--- src/rtl/trc_pkg.sv ---
package trc_pkg;

    localparam int WORD_W  = 18;
    localparam int FRAME_W = 8;
    localparam int SLICE_W = 6;
    localparam int PULSE_W = 6;

    // Command bit masks on the strobed command word
    localparam logic [PULSE_W-1:0] CMD_SKIP_M   = 6'b000001;
    localparam logic [PULSE_W-1:0] CMD_READ_M   = 6'b000010;
    localparam logic [PULSE_W-1:0] CMD_START_M  = 6'b000100;
    localparam logic [PULSE_W-1:0] CMD_BINARY_M = 6'b100000;

    typedef enum logic [1:0] {
        PAR_PLAIN = 2'd0,
        PAR_EVEN  = 2'd1,
        PAR_FORCE = 2'd2,
        PAR_RAW   = 2'd3
    } par_mode_e;

    typedef enum logic [1:0] {
        RD_IDLE   = 2'd0,
        RD_CHAR   = 2'd1,
        RD_BINARY = 2'd2
    } rd_state_e;

    typedef struct packed {
        logic skip;
        logic read;
        logic start;
        logic binary;
    } iot_cmd_t;

    typedef struct packed {
        logic ok;
        logic err;
    } rd_end_t;

    // Character-format frame conversion under a parity policy
    function automatic logic [FRAME_W-1:0] char_frame(par_mode_e mode,
                                                      logic [FRAME_W-1:0] f);
        logic [FRAME_W-1:0] r;
        case (mode)
            PAR_EVEN:  r = {^f[FRAME_W-2:0], f[FRAME_W-2:0]};
            PAR_FORCE: r = {1'b1, f[FRAME_W-2:0]};
            default:   r = f;
        endcase
        return r;
    endfunction

    function automatic logic has_punch(logic [FRAME_W-1:0] f);
        return f[FRAME_W-1];
    endfunction

endpackage

--- src/rtl/trc_iot_decode.sv ---
module trc_iot_decode
    import trc_pkg::*;
#(
    parameter int PW = PULSE_W
) (
    input  logic          strobe,
    input  logic [PW-1:0] pulse,
    output iot_cmd_t      cmd
);

    always_comb begin
        cmd.skip   = strobe && (|(pulse & PW'(CMD_SKIP_M)));
        cmd.read   = strobe && (|(pulse & PW'(CMD_READ_M)));
        cmd.start  = strobe && (|(pulse & PW'(CMD_START_M)));
        cmd.binary = strobe && (|(pulse & PW'(CMD_BINARY_M)));
    end

endmodule

--- src/rtl/trc_frame_pack.sv ---
module trc_frame_pack
    import trc_pkg::*;
#(
    parameter int WW = WORD_W,
    parameter int FW = FRAME_W,
    parameter int SW = SLICE_W
) (
    input  logic          clk,
    input  logic          rst,
    input  logic          start,
    input  logic          binary,
    input  par_mode_e     mode,
    input  logic          take,
    input  logic [FW-1:0] frame,
    input  logic          no_tape,
    output logic [WW-1:0] word,
    output logic          busy,
    output rd_end_t       fin
);

    localparam int SLICES = WW / SW;
    localparam int SH_W   = $clog2(WW + 1);
    localparam logic [SH_W-1:0] SH_FULL = SH_W'(WW);
    localparam logic [SH_W-1:0] SH_STEP = SH_W'(SW);

    rd_state_e       state;
    logic [SH_W-1:0] shift;
    logic [WW-1:0]   merged;
    logic [SLICES-1:0] lane_hit;
    logic            punched;
    logic            last_slice;

    assign punched    = has_punch(frame);
    assign last_slice = (shift == SH_STEP);

    // Each lane takes the frame's low slice when the shift count points at it
    for (genvar g = 0; g < SLICES; g++) begin : g_lane
        assign lane_hit[g] = (shift == SH_W'((g + 1) * SW));
        assign merged[g*SW +: SW] = word[g*SW +: SW] |
                                    (lane_hit[g] ? frame[SW-1:0] : '0);
    end

    always_ff @(posedge clk) begin
        if (rst) begin
            state <= RD_IDLE;
            shift <= '0;
            word  <= '0;
        end else if (start) begin
            word  <= '0;
            shift <= binary ? SH_FULL : '0;
            state <= binary ? RD_BINARY : RD_CHAR;
        end else if (state != RD_IDLE && no_tape) begin
            state <= RD_IDLE;
        end else if (take) begin
            unique case (state)
                RD_CHAR: begin
                    word  <= WW'(char_frame(mode, frame));
                    state <= RD_IDLE;
                end
                RD_BINARY: begin
                    if (punched) begin
                        word  <= merged;
                        shift <= shift - SH_STEP;
                        if (last_slice) state <= RD_IDLE;
                    end
                end
                default: state <= RD_IDLE;
            endcase
        end
    end

    assign busy = (state != RD_IDLE);

    always_comb begin
        fin.err = busy && no_tape && !start;
        fin.ok  = take && !start && !no_tape &&
                  ((state == RD_CHAR) ||
                   (state == RD_BINARY && punched && last_slice));
    end

endmodule

--- src/rtl/trc_status.sv ---
module trc_status
    import trc_pkg::*;
(
    input  logic    clk,
    input  logic    rst,
    input  logic    start,
    input  logic    read_clr,
    input  rd_end_t fin,
    output logic    done,
    output logic    err
);

    always_ff @(posedge clk) begin
        if (rst) begin
            done <= 1'b0;
            err  <= 1'b0;
        end else begin
            if (fin.ok || fin.err)
                done <= 1'b1;
            else if (start || read_clr)
                done <= 1'b0;

            if (fin.err)
                err <= 1'b1;
            else if (start)
                err <= 1'b0;
        end
    end

endmodule

--- src/rtl/tape_reader_ctrl.sv ---
module tape_reader_ctrl
    import trc_pkg::*;
(
    input  logic                clk,
    input  logic                rst,
    input  logic                io_strobe,
    input  logic [PULSE_W-1:0]  io_pulse,
    input  logic [WORD_W-1:0]   io_data_in,
    output logic [WORD_W-1:0]   io_data_out,
    output logic                io_skip,
    input  logic [1:0]          par_mode,
    input  logic                frm_valid,
    input  logic [FRAME_W-1:0]  frm_data,
    output logic                frm_ready,
    input  logic                tape_absent,
    output logic                done_flag,
    output logic                err_flag
);

    iot_cmd_t          cmd;
    rd_end_t           fin;
    logic [WORD_W-1:0] word;
    logic              busy;
    logic              take;

    trc_iot_decode #(.PW(PULSE_W)) u_decode (
        .strobe (io_strobe),
        .pulse  (io_pulse),
        .cmd    (cmd)
    );

    assign frm_ready = busy && !done_flag && !tape_absent && !cmd.start;
    assign take      = frm_valid && frm_ready;

    trc_frame_pack #(.WW(WORD_W), .FW(FRAME_W), .SW(SLICE_W)) u_pack (
        .clk     (clk),
        .rst     (rst),
        .start   (cmd.start),
        .binary  (cmd.binary),
        .mode    (par_mode_e'(par_mode)),
        .take    (take),
        .frame   (frm_data),
        .no_tape (tape_absent),
        .word    (word),
        .busy    (busy),
        .fin     (fin)
    );

    trc_status u_status (
        .clk      (clk),
        .rst      (rst),
        .start    (cmd.start),
        .read_clr (cmd.read),
        .fin      (fin),
        .done     (done_flag),
        .err      (err_flag)
    );

    assign io_skip     = cmd.skip && done_flag;
    assign io_data_out = io_data_in | (cmd.read ? word : '0);

endmodule

--- config.mk ---
export PLATFORM = sky130hd
export DESIGN_NAME = tape_reader_ctrl
export DESIGN_NICKNAME = d
export VERILOG_FILES = /design/src/rtl/trc_pkg.sv /design/src/rtl/trc_iot_decode.sv /design/src/rtl/trc_frame_pack.sv /design/src/rtl/trc_status.sv /design/src/rtl/tape_reader_ctrl.sv
export SDC_FILE = /design/constraint.sdc
export NUM_CORES = 1
export LEC_CHECK = 0
export CAP_MARGIN = 30
export CORE_MARGIN = 5
export CORE_UTILIZATION = 47
export CTS_BUF_LIST = sky130_fd_sc_hd__clkbuf_4 sky130_fd_sc_hd__clkbuf_8
export DETAILED_ROUTE_END_ITERATION = 12
export GPL_TIMING_DRIVEN = 0
export PLACE_DENSITY = 0.89
export SETUP_SLACK_MARGIN = 0.02
export SYNTH_ARGS = -nofsm -noshare
export SYNTH_HDL_FRONTEND = slang
export SYNTH_SLANG_ARGS = --single-unit
--- constraint.sdc ---
create_clock -name clk -period 2.94 [get_ports clk]
set_input_delay 0.588 -clock clk [delete_from_list [all_inputs] [get_ports clk]]
set_output_delay 0.588 -clock clk [all_outputs]
set_load 0.1 [all_outputs]
==> impl_metrics.toml <==
[die]
floorplan.die_area_um2 = 4190
initial_utilization = 0.502
coreArea_um2 = 2810
rows = 19
die_x_um = 64.8
ios = 61
die_y_um = 64.8

[clock_tree]
htreeDepth = 1
hold_buffers = 0
clkSlewWorstSetupHoldPaths_ns = 0.14
post-cts-setup-buffers = 0
root_buffer = "clkbuf_4"
cts_tree = "done"
clkSinkCount = 26
clk_latency_ns = 0.32
cts_buffers = 3
clock_path_buffers = 2

[critical_path]
crit_type = "input port to output port"
cp_data_arrival_time_ns = 2.26
critical_path.max_fanout = 6
crit_family = "buffers and inverters"
critPathMaxStageDelay_ns = 0.85
rrSetupSlack_ns = 0.58
end_kind = "output port"
worstPathRequired_ns = 2.35
cp_num_buf_inv = 2
path_cells = "clkdlybuf4s50_1 > and3_2 > dlygate4sd2_1"
worst_path_max_delay_cell = "dlygate4sd2_1"
start_kind = "input port"

[placed_design]
hpwl_mm = 3.02
portBuffers = 57
dp_slack_ns = -1.12
placed_area_um2 = 2020
gp_congestion = 0.887

[power]
powerDensity_nw_per_um2 = 384
leakagePower_uw = 0.000862
clock_power_share = 0.196
intPower_uw = 498
peakVddDrop_mv = 0.248
seq_power_share = 0.468
switching_share = 0.358
p_sw_uw = 278
p_comb_frac = 0.337

[timing]
period_minus_slack_ns = 2.84
setup_violations = 0
rsz0062_at_grt = "no"
tightestPinTransition_ns = 0.972
fin_ws_ns = 0.0958
maxSlewViolCount = 0
fmax_ghz = 0.352
slew_headroom = 0.350
skew_ns = 0.00834
fin_crit_sh = 0.967
final-hold-violation-count = 0

[cells_and_area]
area_delta_synth_final_pct = 43.4
layout_common_cells = "clkdlybuf4s50_1 (37), dfxtp_1 (25), a21o_1 (18)"
diodes = 0
final_common_cell = "clkdlybuf4s50_1"
fillers = 227
final_area_um2 = 2020
nNetsFinal = 259
drive_gt1_frac = 0.151

[synthesis]
synthTopCellsByArea = "dfxtp_1 (37%), a21o_1 (9.6%), a31oi_1 (5.3%), ha_1 (5.3%), a21oi_1 (3.9%)"
synth_cells = 153
synth_top_cell_area_share = 0.369
ys_seq_elements = 26
avgSynthCellArea_um2 = 9.21
yosys_warnings = 0
syn_area_um2 = 1410
yosysTopAreaCell = "dfxtp_1"
synth_cell_types = 38
synthesis.nets = 198
yosysSeqAreaShare = 0.369

[grt]
grt.total_usage = 0.186
grt_max_degree = 14
antenna_found_initial = 0
grt_pass1_vias = 1405
gr-total-overflow = 0
grt_pass1_wl_mm = 6.36

[drt]
antenna_left = 0
drc = 0
vias = 1418
drtIter0Drc = 44
vias_per_cell = 5.84
wirelength_mm = 3.87
routedWlPerCell_um = 15.9
first_pass_iters = 5

[worst_hold_path]
hold_path_class = "flop to flop"

[outcome]
outcome = "finished, final reports clean"

[run]
maxCapViolations = 0
cell usage after synthesis:
cell        n
o21ai_0     3
inv_1       8
nand4b_1    1
mux2i_1     1
xnor3_1     2
or4_1       1
nor4bb_1    3
ha_1        6
nand3_4     1
nand2_1     8
and2_2      1
dfxtp_1    26
or4bb_1     1
a22o_1      4
nor3_1      2
a32oi_1     1
a21oi_1    11
o2111ai_1   2
and2_1      2
o2111a_1    1
a31oi_1    12
buf_2       1
buf_1       1
a2111oi_4   1
nand4_1     2
nor2_1     13
or2_2       1
xor2_1      4
nor3b_1     1
nor3b_2     1
nand3_1     1
clkbuf_1    3
nand2b_1    3
o31ai_1     1
a21o_1     18
a2111oi_0   1
and3_2      2
nand3b_1    2
power groups by stage:
stage / logic, uW / registers (uW) / clock network, uW
6_report: 261 / 363 / 152
5_1_grt: 275 / 363 / 161
4_1_cts: 262 / 362 / 152
3_5_place_dp: 265 / 370 / 0
3_3_place_gp: 261 / 369 / 0
2_1_floorplan: 161 / 376 / 0
final cells by class:
type	instances	area (um^2)	share of cell area
multi-input combinational	114	838	0.415
timing repair buffer	57	552	0.273
sequential	26	522	0.258
tap	31	38.8	0.0192
inverter	8	30.0	0.0149
clock buffer	3	22.5	0.0111
buffer	4	17.5	0.00867
what timing repair did:
action	in CTS	in global routing
setup endpoints to repair	20	1
resized for setup	92	0
hold endpoints to repair	0	0
pin swaps	0	1
registers in the layout (all words and copies together), names as in the netlist:
| name | cells |
|---|---|
| u_status.done | 1 |
| u_pack.state | 2 |
| u_status.err | 1 |
| u_pack.word | 18 |
| u_pack.shift | 4 |
metrics by stage:
stage	setup TNS [ns]	hold WS [ns]	utilization	power, uW	std cells
final	0	0.462	0.720	775	243
after global routing	0	0.492	0.720	799	243
after CTS	0	0.469	0.720	776	243
after detailed placement	-17.74	0.445	0.720	635	241
after global placement	-17.23	0.441	0.720	631	241
after floorplan	-0.105	0.433	-	537	153
per-layer routing:
layer,GRT usage,wire (um),vias to the layer above
li1,-,-,689
met1,0.219,1640,652
met2,0.344,1870,74
met3,0.0397,335,3
met4,0.0396,27,0
met5,0,0,-
tightest hold or removal path, stage by stage, from the launching register on:
cell,delay (ns)
dfxtp_1,0.34
inv_1,0.05
a21oi_1,0.05
kinds of logic after synthesis:
logic type,count (synthesis),synth area share
adder cells (fa/ha/maj),6,0.0533
XOR/XNOR,6,0.0568
buffers and inverters,13,0.0355
AO/OA/AOI/OAI,55,0.282
flip-flops,26,0.369
multiplexers,1,0.00711
AND/OR/NAND/NOR,46,0.196
final timing paths:
path,from,to,cells past startpoint
max,io_strobe,io_skip,3
min,u_status.err,u_status.err,2
max reg2reg,u_pack.state[0],u_pack.word[7],6
min reg2reg,u_status.err,u_status.err,2
Note: power is estimated with default switching activity, not from simulation.
